==> src/rtl/irq_accept_pkg.sv <==
// Package: shared constants and the accept source encoding for the
// interrupt acceptance controller.
package irq_accept_pkg;
    // Default width of the priority level and of the permit threshold.
    localparam int IRQ_LVL_W = 4;

    // Source of an accepted request.
    typedef enum logic {
        SRC_MASKABLE = 1'b0,
        SRC_NMI      = 1'b1
    } irq_src_e;
endpackage

==> src/rtl/irq_pin_sampler.sv <==
// Module: irq_pin_sampler
// Registers the request pins and the level bus on the bus clock. It also
// keeps the previous sampled value of the non-maskable pin so that an
// edge can be found on registered data only.
// Assumes: the pins are already synchronous to clk.
module irq_pin_sampler #(
    parameter int LVL_W = 4
) (
    input  logic             clk,
    input  logic             rst_n,
    input  logic             nmi_pin,
    input  logic             int_req,
    input  logic [LVL_W-1:0] int_level,
    output logic             nmi_now,
    output logic             nmi_prev,
    output logic             int_now,
    output logic [LVL_W-1:0] lvl_now
);
    // Sample all pins; the non-maskable history resets high so that no edge appears.
    always_ff @(posedge clk) begin
        if (!rst_n) begin
            nmi_now  <= 1'b1;
            nmi_prev <= 1'b1;
            int_now  <= 1'b0;
            lvl_now  <= '0;
        end else begin
            nmi_now  <= nmi_pin;
            nmi_prev <= nmi_now;
            int_now  <= int_req;
            lvl_now  <= int_level;
        end
    end
endmodule

==> src/rtl/irq_nmi_tracker.sv <==
// Module: irq_nmi_tracker
// Finds falling edges of the sampled non-maskable pin and holds one
// pending request until the arbiter takes it.
// Assumes: take is asserted only while req is high.
module irq_nmi_tracker (
    input  logic clk,
    input  logic rst_n,
    input  logic nmi_now,
    input  logic nmi_prev,
    input  logic take,
    output logic req
);
    logic fall;
    logic pend_q;

    // An edge is a 1 in the previous sample followed by a 0 now.
    always_comb fall = nmi_prev && !nmi_now;

    // A fresh edge counts at once, without waiting for the pending bit.
    always_comb req = pend_q || fall;

    // Hold the request until it is taken at a check point.
    always_ff @(posedge clk) begin
        if (!rst_n) begin
            pend_q <= 1'b0;
        end else begin
            pend_q <= req && !take;
        end
    end
endmodule

==> src/rtl/irq_mask_qualifier.sv <==
// Module: irq_mask_qualifier
// Decides whether the sampled maskable request may be taken. All three
// status flags must be clear, the request must be active, and its level
// must be strictly above the permit threshold (unsigned).
// Assumes: the flags and the threshold are valid core state each cycle.
module irq_mask_qualifier #(
    parameter int LVL_W = 4
) (
    input  logic             int_now,
    input  logic [LVL_W-1:0] lvl_now,
    input  logic             flag_np,
    input  logic             flag_ep,
    input  logic             flag_id,
    input  logic [LVL_W-1:0] permit_level,
    output logic             ok
);
    logic flags_clear;
    logic above;

    // Core status must leave interrupts open.
    always_comb flags_clear = !(flag_np || flag_ep || flag_id);

    // Priority comparison, unsigned and strict.
    always_comb above = lvl_now > permit_level;

    // All three conditions at once.
    always_comb ok = int_now && flags_clear && above;
endmodule

==> src/rtl/irq_accept_ctrl.sv <==
// Module: irq_accept_ctrl (top)
// Samples the request pins, tracks non-maskable edges, qualifies the
// maskable request, and at each check point registers a one-cycle
// accept with its source and level. Non-maskable wins over maskable.
// Assumes: chk_point marks instruction ends or idle cycles of the core.
module irq_accept_ctrl #(
    parameter int LVL_W = irq_accept_pkg::IRQ_LVL_W
) (
    input  logic             clk,
    input  logic             rst_n,
    input  logic             nmi_pin,
    input  logic             int_req,
    input  logic [LVL_W-1:0] int_level,
    input  logic             flag_np,
    input  logic             flag_ep,
    input  logic             flag_id,
    input  logic [LVL_W-1:0] permit_level,
    input  logic             chk_point,
    output logic             accept,
    output logic             accept_is_nmi,
    output logic [LVL_W-1:0] accept_level
);
    import irq_accept_pkg::*;

    logic             nmi_now;
    logic             nmi_prev;
    logic             int_now;
    logic [LVL_W-1:0] lvl_now;
    logic             nmi_req;
    logic             mask_ok;
    logic             take_nmi;
    logic             take_mask;
    irq_src_e         src;

    irq_pin_sampler #(.LVL_W(LVL_W)) u_sampler (
        .clk       (clk),
        .rst_n     (rst_n),
        .nmi_pin   (nmi_pin),
        .int_req   (int_req),
        .int_level (int_level),
        .nmi_now   (nmi_now),
        .nmi_prev  (nmi_prev),
        .int_now   (int_now),
        .lvl_now   (lvl_now)
    );

    irq_nmi_tracker u_nmi (
        .clk      (clk),
        .rst_n    (rst_n),
        .nmi_now  (nmi_now),
        .nmi_prev (nmi_prev),
        .take     (take_nmi),
        .req      (nmi_req)
    );

    irq_mask_qualifier #(.LVL_W(LVL_W)) u_qual (
        .int_now      (int_now),
        .lvl_now      (lvl_now),
        .flag_np      (flag_np),
        .flag_ep      (flag_ep),
        .flag_id      (flag_id),
        .permit_level (permit_level),
        .ok           (mask_ok)
    );

    // Arbitration at a check point: non-maskable first.
    always_comb begin
        take_nmi  = chk_point && nmi_req;
        take_mask = chk_point && !nmi_req && mask_ok;
        src       = take_nmi ? SRC_NMI : SRC_MASKABLE;
    end

    // Register the accept pulse with its source and level.
    always_ff @(posedge clk) begin
        if (!rst_n) begin
            accept        <= 1'b0;
            accept_is_nmi <= 1'b0;
            accept_level  <= '0;
        end else begin
            accept        <= take_nmi || take_mask;
            accept_is_nmi <= (src == SRC_NMI);
            accept_level  <= take_mask ? lvl_now : '0;
        end
    end
endmodule

==> config.mk <==
export PLATFORM = sky130hd
export DESIGN_NAME = irq_accept_ctrl
export DESIGN_NICKNAME = d
export VERILOG_FILES = /design/src/rtl/irq_accept_pkg.sv /design/src/rtl/irq_pin_sampler.sv /design/src/rtl/irq_nmi_tracker.sv /design/src/rtl/irq_mask_qualifier.sv /design/src/rtl/irq_accept_ctrl.sv
export SDC_FILE = /design/constraint.sdc
export NUM_CORES = 1
export LEC_CHECK = 0
export BUFFER_PORTS_ARGS = -buffer_cell sky130_fd_sc_hd__buf_2
export CAP_MARGIN = 30
export CELL_PAD_IN_SITES_DETAIL_PLACEMENT = 1
export CELL_PAD_IN_SITES_GLOBAL_PLACEMENT = 2
export CORE_UTILIZATION = 28
export CTS_CLUSTER_DIAMETER = 120
export DETAILED_ROUTE_END_ITERATION = 16
export PLACE_DENSITY = 0.81
export SYNTH_ARGS = -nofsm -noshare
export SYNTH_HDL_FRONTEND = slang
export SYNTH_HIERARCHICAL = 1
export SYNTH_SLANG_ARGS = --single-unit
==> constraint.sdc <==
create_clock -name clk -period 3 [get_ports clk]
set_input_delay 0.15 -clock clk [delete_from_list [all_inputs] [get_ports clk]]
set_output_delay 0.15 -clock clk [all_outputs]
set_load 0.1 [all_outputs]
# Yosys cells after proc, flatten, opt, wreduce, memory -nomap -nowiden
# Cells that the tools add are included.
[op_classes] n_reduce_logical=16 order_cmp=1 muxes=1
[ops] operator="logical AND 1 bit" count=7
[ops] operator="greater-than comparator 4 bit" count=1
[ops] operator="zero test 1 bit" count=4
[ops] operator="logical OR 1 bit" count=4
[ops] operator="AND reduction 2 bit" count=1
[ops] operator="two-way mux 1 bit" count=1
[word_totals] wordCells=26 regBits=14 input_bits=16 out_inout_bits=6

# Logic depth before layout (Yosys ltp)
# Gate-level depths: netlist of run 1.
[depth] word_depth=7 depth_mapped=7 ltp_nobuf=7

# By module
# Netlist of run 1, hierarchy kept.
[by_module_without_submodules] mod="irq_pin_sampler" seq_area_each_um2=140.1 cells_each=14 area_each_um2=183.9 n_inst=1
[by_module_without_submodules] mod="irq_accept_ctrl" seq_area_each_um2=120.1 cells_each=14 area_each_um2=180.2 n_inst=1
[by_module_without_submodules] mod="irq_mask_qualifier" seq_area_each_um2=0.0 cells_each=15 area_each_um2=117.6 n_inst=1
[by_module_without_submodules] mod="irq_nmi_tracker" seq_area_each_um2=20.0 cells_each=5 area_each_um2=53.8 n_inst=1

# Least setup slack after synthesis of run 1
# No wires, ideal clock.
[synth_path] path_kind="register -> register" startpoint="register u_sampler.lvl_now[1]" endpoint="register accept_level[0]" path_buffers=0 period_less_slack_ns=1.371 required_time_ns=2.885 setup_slack_ns=1.629 setup_ns=0.115 arrival_ns=1.256 stages_incl_launch_ff=7 cell_sequence="dfxtp_1 > ha_1 > nor2b_1 > o211ai_1 > a21oi_2 > and4b_1 > and2_1"
[synth_between] elab_chain_cells=4
[synth_lines] item="start, declared" line="irq_pin_sampler.sv:17" source="output logic [LVL_W-1:0] lvl_now"
[synth_lines] item="start signal, assigned" line="irq_pin_sampler.sv:30" source="lvl_now <= int_level;"
[synth_lines] item="greater-than comparator 4 bit" line="irq_mask_qualifier.sv:24" source="always_comb above = lvl_now > permit_level;"
[synth_lines] item="logical AND 1 bit" line="irq_mask_qualifier.sv:27" source="always_comb ok = int_now && flags_clear && above;"
[synth_lines] item="via mask_ok" line="irq_accept_ctrl.sv:30" source="logic mask_ok;"
[synth_lines] item="logical AND 1 bit" line="irq_accept_ctrl.sv:69" source="take_mask = chk_point && !nmi_req && mask_ok;"
[synth_lines] item="AND reduction 2 bit (no source line)"
[synth_lines] item="end signal, assigned" line="irq_accept_ctrl.sv:82" source="accept_level <= take_mask ? lvl_now : '0;"
[synth_lines] item="end, declared" line="irq_accept_ctrl.sv:21" source="output logic [LVL_W-1:0] accept_level"
# The timed path passes the listed nets, and every way through them passes these cells.
# A chain may end at the register's enable or synchronous reset.

# Final worst setup path of run 1
[layout_path] startpoint="register u_sampler.lvl_now[1]" endpoint="register accept_level[1]"
# The elaborated chain is that of the path after synthesis.

==> metrics.md, run 1 <==
| Metric | Value |
|---|---|
| Fin util | `0.401` |
| Cts repair resizes | `0` |
| Port Buf Inserts | `21` |
| Largest net degree at the start of global routing | `12` |
| Mapped cell area | `536 um2` |
| Die area | `roughly 2100 um2` |
| Fin crit share | `0.486` |
| CTS Buf Count | `3` |
| Delay-heaviest family, CP | `simple AND/OR/NAND/NOR gates` |
| Remaining antenna violation count | `0` |
| Drt drc | `0` |
| Relative slew slack | `0.678` |
| # rows | `15` |
| Final hold viol count | `0` |
| CP Cell Sequence | `ha_1, nor2b_1, o211ai_1, a21oi_2, and4b_1, and2_1` |
| Overflow after GRT | `0` |
| Setup violations, final | `0` |
| CTS Hold Bufs | `0` |
| Drt wl/cell | `8.83 um` |
| Layout cells sized above 1 | `0.411` |
| Final Max Tran Viols | `0` |
| Worst-Skew Late Latency | `270 ps` |
| Detail Placement HPWL | `720 um` |
| Placed cell count | `94` |
| FF+latch count, synth | `14` |
| Worst-path fanout max | `4` |
| Leakage | `roughly 0.37 nW` |
| Startpoint types | `flip-flop` |
| Achievable Freq | `0.685 GHz` |
| Total of max-cap violations | `0` |
| Fin Setup TNS | `0 ps` |
| CTS root buffer | `clkbuf_4` |
| Peak supply drop | `190 uV` |
| Syn_area_per_cell | `11.2 um2` |
| Synth Warn # | `6` |
| Core area | `1760 um2` |
| # IOs | `22` |
| Mapped Cells | `48` |
| Post-synthesis sequential area ratio | `0.523` |
| DRT Pass-1 Iters | `1` |
| Post-CTS setup buffer count | `0` |
| Crit path kind | `flip-flop to flip-flop` |
| Pwr dens | `520 nW/um2` |
| Tot GR Track Use | `0.115` |
| Initial DRC count | `0` |
| H-tree levels | `1` |
| Antenna fix cells | `0` |
| WL final | `865 um` |
| Initial core utilization | `0.304` |
| Reg clk slew, reported paths | `80 ps` |
| Hold Crit Class | `input pin to flip-flop` |
| RSZ-0062 raised after global routing | `no` |
| Clock Skew | `3.59 ps` |
| CP Capture Type | `flip-flop` |
| Die width | `45.7 um` |
| CP max stage delay | `320 ps` |
| Area Growth Syn to Fin | `32.2%` |
| Outcome | `complete, no violations` |
| Vias in the first global route | `slightly below 400` |
| First-pass GRT wire length | `1570 um` |
| Critical-path top delay cell | `dfxtp_1` |
| Crit path buffers/inverters | `0` |
| Worst-margin pin slew | `486 ps` |
| Height of the die | `45.7 um` |
| Final min period | `1460 ps` |
| Crit path DAT | `1630 ps` |
| Clk sinks | `14` |
| Antenna violations before repair | `0` |
| DR vias | `400` |
| Final nets | `94` |
| Gp weighted congestion | `0.665` |
| Max clock buf depth | `2` |
| Non-Filler Instances | `98` |
| Worst EP required | `3170 ps` |
| Net count after synthesis | `between 60 and 70` |
| TritonCTS clock tree | `built` |
| Synth unique cells | `18` |
| Via density | `4.08` |
## where the power goes
| part | leakage [nW] | switching, W | total (W) | internal, W |
|---|---|---|---|---|
| clock network | 0.0210 | 0.0000569 | 0.000131 | 0.0000737 |
| logic | 0.237 | 0.0000228 | 0.0000422 | 0.0000194 |
| registers | 0.115 | 0.00000285 | 0.000195 | 0.000193 |
## worst register-to-register path, cell delays in order, from the launching register on
cell,delay (ps)
dfxtp_1,320
ha_1,280
nor2b_1,140
o211ai_1,180
a21oi_2,80
and4b_1,200
and2_1,160
## path summary, 6_finish.rpt
check                  startpoint                end  slack [ps]  depth (start not counted)
max reg2reg  u_sampler/lvl_now[1]    accept_level[1]        1540                          6
min                       nmi_pin  u_sampler/nmi_now          50                          2
max          u_sampler/lvl_now[1]    accept_level[1]        1540                          6
min reg2reg  u_sampler/lvl_now[3]    accept_level[3]         470                          1
## registers in the layout, summed over array words and instances (netlist names)
signal and flops:
u_sampler/nmi_now 1, u_sampler/lvl_now 4, accept_is_nmi 1, u_sampler/int_now 1
accept 1, u_nmi/pend_q 1, accept_level 4, u_sampler/nmi_prev 1
## cell usage after synthesis
cell      instances  area share
nor2b_4           1       0.026
nand2_1           1      0.0070
nor2b_1           1       0.012
and3_2            1       0.014
and4b_1           1       0.019
nand2b_1          2       0.023
ha_1              4       0.093
o211ai_1          1       0.014
nor4b_2           1       0.028
inv_1             5       0.035
o211a_1           2       0.037
and2_1            9        0.11
dfxtp_1          14        0.52
or2_1             1       0.012
a21oi_1           1      0.0093
nand4_1           1       0.012
and2_2            1       0.014
a21oi_2           1       0.016
## cell usage in the layout (no fill, tap or decap)
master | synthesis | routed
clkbuf_8 | 0 | 1
inv_1 | 5 | 5
dfxtp_1 | 14 | 14
buf_2 | 0 | 21
nand2b_1 | 2 | 2
nor2b_1 | 1 | 1
nand2_1 | 1 | 1
nand4_1 | 1 | 1
o211ai_1 | 1 | 1
ha_1 | 4 | 4
or2_1 | 1 | 1
and3_2 | 1 | 1
a21oi_1 | 1 | 1
and2_2 | 1 | 1
and4b_1 | 1 | 1
nor4b_2 | 1 | 1
nor2b_4 | 1 | 1
and2_1 | 9 | 9
a21oi_2 | 1 | 1
clkbuf_4 | 0 | 3
o211a_1 | 2 | 2
## metal layers
layer / share of wire / up-vias / global-route usage
li1: - / 208 / -
met3: 0.051 / 0 / 0.0476
met2: 0.52 / 15 / 0.174
met5: 0 / - / 0
met4: 0 / 0 / 0.0882
met1: 0.43 / 177 / 0.126
## metrics by stage
stage                     power, W  setup slack, ps  hold WS [ps]  area [um2]
after floorplan           0.000226             1630           223         536
after global placement    0.000242             1570           332         672
after detailed placement  0.000243             1550           337         672
after CTS                 0.000376             1530          44.2         708
after global routing      0.000393             1450          54.5         708
final                     0.000368             1540          52.1         708
## logic make-up after synthesis
family	synth area share
and+or+nand+nor	0.271
buffers and inverters	0.0351
adders and majority gates	0.0935
AOI/OAI and AO/OA	0.0771
DFF	0.523
## final cells by class
class / count / area [um2]
Clock buffer: 4 / 36.3
Fill cell: 217 / 1060
Inverter: 5 / 18.8
Multi-Input combinational cell: 29 / 236
Sequential cell: 14 / 280
Tap cell: 25 / 31.3
Timing Repair Buffer: 21 / 105
No activity file was read; power rests on OpenSTA's default activity.
==> inputs of run 2 (changes only) <==
Settings changed: ABC_AREA set to 1, CORE_UTILIZATION 28 to 22, PLACE_DENSITY 0.81 to 0.74.
Clock period 3 ns to 1.3 ns, I/O delays scaled along.
==> metrics.md, run 2 <==
| Metric | Value |
|---|---|
| Worst-margin pin slew | `487 ps` |
| Reg clk slew, reported paths | `90 ps` |
| DRT Pass-1 Iters | `1` |
| Final setup margin | `-3.04 ps` |
| H-tree levels | `1` |
| Die area | `2950 um2` |
| Antenna fix cells | `0` |
| Synth Warn # | `6` |
| Peak supply drop | `607 uV` |
| Pwr dens | `between 900 and 1000 nW/um2` |
| CP max stage delay | `340 ps` |
| Hold Crit Class | `input pin to flip-flop` |
| TritonCTS clock tree | `built` |
| Fin Setup TNS | `-3.04 ps` |
| Antenna violations before repair | `0` |
| Leakage | `0.513 nW` |
| # IOs | `22` |
| Fin crit share | `1.00` |
| CTS Buf Count | `3` |
| Biggest regs | `accept_level: 4 flops, u_sampler/lvl_now: 4 flops` |
| Post-synth EDFFs | `0` |
| Reg2reg setup slack | `-3 ps` |
| Core area | `2520 um2` |
| Layout cells sized above 1 | `0.477` |
| Largest net degree at the start of global routing | `10` |
| Detail Placement HPWL | `955 um` |
| Syn_area_per_cell | `7.82 um2` |
| Cell with the most instances after synthesis | `inv_1` |
| Initial DRC count | `0` |
| WL final | `around 1300 um` |
| Area Growth Syn to Fin | `54.3%` |
| Most instantiated cells after synthesis | `inv_1, nand2_1, dfxtp_1` |
| Via density | `3.77` |
| Cells on worst reg2reg path | `9` |
| Critical-path top delay cell | `dfxtp_2` |
| Reg-to-Reg End | `accept_level[1]` |
| CTS root buffer | `clkbuf_4` |
| Clk sinks | `14` |
| Setup violations, final | `1` |
| Height of the die | `54.3 um` |
| Port Buf Inserts | `21` |
| Drt wl/cell | `9.07 um` |
| Vias in the first global route | `481` |
| FF+latch count, synth | `14` |
| Remaining antenna violation count | `0` |
| Max clock buf depth | `2` |
| Achievable Freq | `0.767 GHz` |
| Worst EP required | `1520 ps` |
| DR vias | `roughly 520` |
| Total Power | `0.000925 W` |
| Fill cells | `317` |
| RSZ-0062 raised after global routing | `yes` |
| Commonest non-fill, non-tap cell in the layout | `inv_1` |
| Cell mode on critical path | `nand2_2` |
| Net count after synthesis | `97` |
| Min-delay src | `rst_n` |
| Final nets | `130` |
| Initial core utilization | `0.239` |
| Asr flop ratio synth | `0` |
| Synth unique cells | `11` |
| Fin util | `0.368` |
| Drt drc | `0` |
| Tot GR Track Use | `0.104` |
| Gp weighted congestion | `0.688` |
| RR Startpoint | `u_sampler/lvl_now[0]` |
| Overflow after GRT | `0` |
| Failing checks | `negative setup slack` |
| Worst-Skew Late Latency | `280 ps` |
| Outcome | `finished with violations` |
| Final min period | `1300 ps` |
| # rows | `18` |
| CP Cell Sequence | `inv_2, ha_4, nand2_2, inv_2, nand2_2, nand2_2, a21oi_2, nand2_4, nor3_4` |
| Post-synth top area cell | `dfxtp_1` |
| Yosys top cell area share | `0.466` |
| Final hold viol count | `0` |
| Fin area | `slightly above 900 um2` |
| Die width | `about 54 um` |
| Post-synthesis sequential area ratio | `0.466` |
| Worst-path fanout max | `5` |
| Largest cells by area after synthesis | `dfxtp_1, inv_1, nand2_1, ha_1, nor3_2` |
| Crit path DAT | `between 1500 and 2000 ps` |
| Crit path kind | `flip-flop to flip-flop` |
| Top_reg_cell synth | `dfxtp_1` |
| Hold depth | `2` |
| Mapped cell area | `602 um2` |
| DP Worst Slack | `7.48 ps` |
| Most frequent cells in the layout | `inv_1, buf_2, nand2_1, dfxtp_1, nand2_2` |
| Relative slew slack | `0.678` |
| CP Capture Type | `flip-flop` |
| Total of max-cap violations | `0` |
| Startpoint types | `flip-flop` |
| Dpl cell area | `around 740 um2` |
| Mapped Cells | `77` |
| Hold path endpoint | `u_sampler/nmi_now` |
| Final Max Tran Viols | `0` |
| First-pass GRT wire length | `2000 um` |
| Clock Skew | `between 5 and 6 ps` |
run 2: worst max path at each step:
stage                               startpoint         endpoint  slack [ps]
after floorplan           u_sampler/lvl_now[0]           accept         120
after global placement    u_sampler/lvl_now[0]           accept          30
after detailed placement  u_sampler/lvl_now[0]  accept_level[0]           7
after CTS                 u_sampler/lvl_now[3]  accept_level[1]         0.8
after global routing      u_sampler/lvl_now[0]  accept_level[1]        -100
final                     u_sampler/lvl_now[0]  accept_level[1]          -3
run 2: layout make-up:
cell class	instances	area (um2)	area share
inverters	27	101	0.109
multi-input cells	36	295	0.318
clock buffers	4	36.3	0.0391
flip-flops and latches	14	285	0.307
repair buffers	28	173	0.186
well taps	30	37.5	0.0404
run 2: per-stage QoR:
| stage | cells | hold slack [ps] |
|---|---|---|
| 6_report | 139 | 43.7 |
| 5_1_grt | 139 | 43.2 |
| 4_1_cts | 138 | 42.1 |
| 3_5_place_dp | 128 | 246 |
| 3_3_place_gp | 128 | 233 |
| 2_1_floorplan | 77 | 134 |
run 2: layer usage:
| layer | routed length, um | track usage | share of wire |
|---|---|---|---|
| met1 | 500 | 0.103 | 0.40 |
| met2 | 670 | 0.173 | 0.53 |
| met3 | 65 | 0.0500 | 0.052 |
| met4 | 25 | 0.0641 | 0.020 |
| met5 | 0 | 0 | 0 |
run 2: cell families (layout without fill, tap and decap cells):
group	count (synthesis)	after routing	share of synthesized area
fa+ha+maj	4	4	0.0832
compound gates	4	4	0.0457
flops	14	14	0.466
buf+inv	27	59	0.168
simple gates	28	28	0.237
run 2: timing repair:
action,in CTS,in global routing
setup endpoints to repair,1,5
pin swaps,0,9
setup buffers,0,1
hold endpoints to repair,6,0
hold buffers,6,0
resized for setup,1,17
run 2: critical path: cells and delay by family, from the launching register on:
| kind | cells | cell delay, ps |
|---|---|---|
| AO/OA/AOI/OAI | 1 | 150 |
| adder cells (fa/ha/maj) | 1 | 230 |
| buffers and inverters | 2 | 80 |
| flip-flops | 1 | 340 |
| AND/OR/NAND/NOR | 5 | 460 |
run 2: where the power goes:
part	total (W)	switching, W	internal [W]
logic	0.000159	0.0000915	0.0000676
clock network	0.000311	0.000141	0.000171
registers	0.000455	0.00000861	0.000446
total	0.000925	0.000241	0.000684
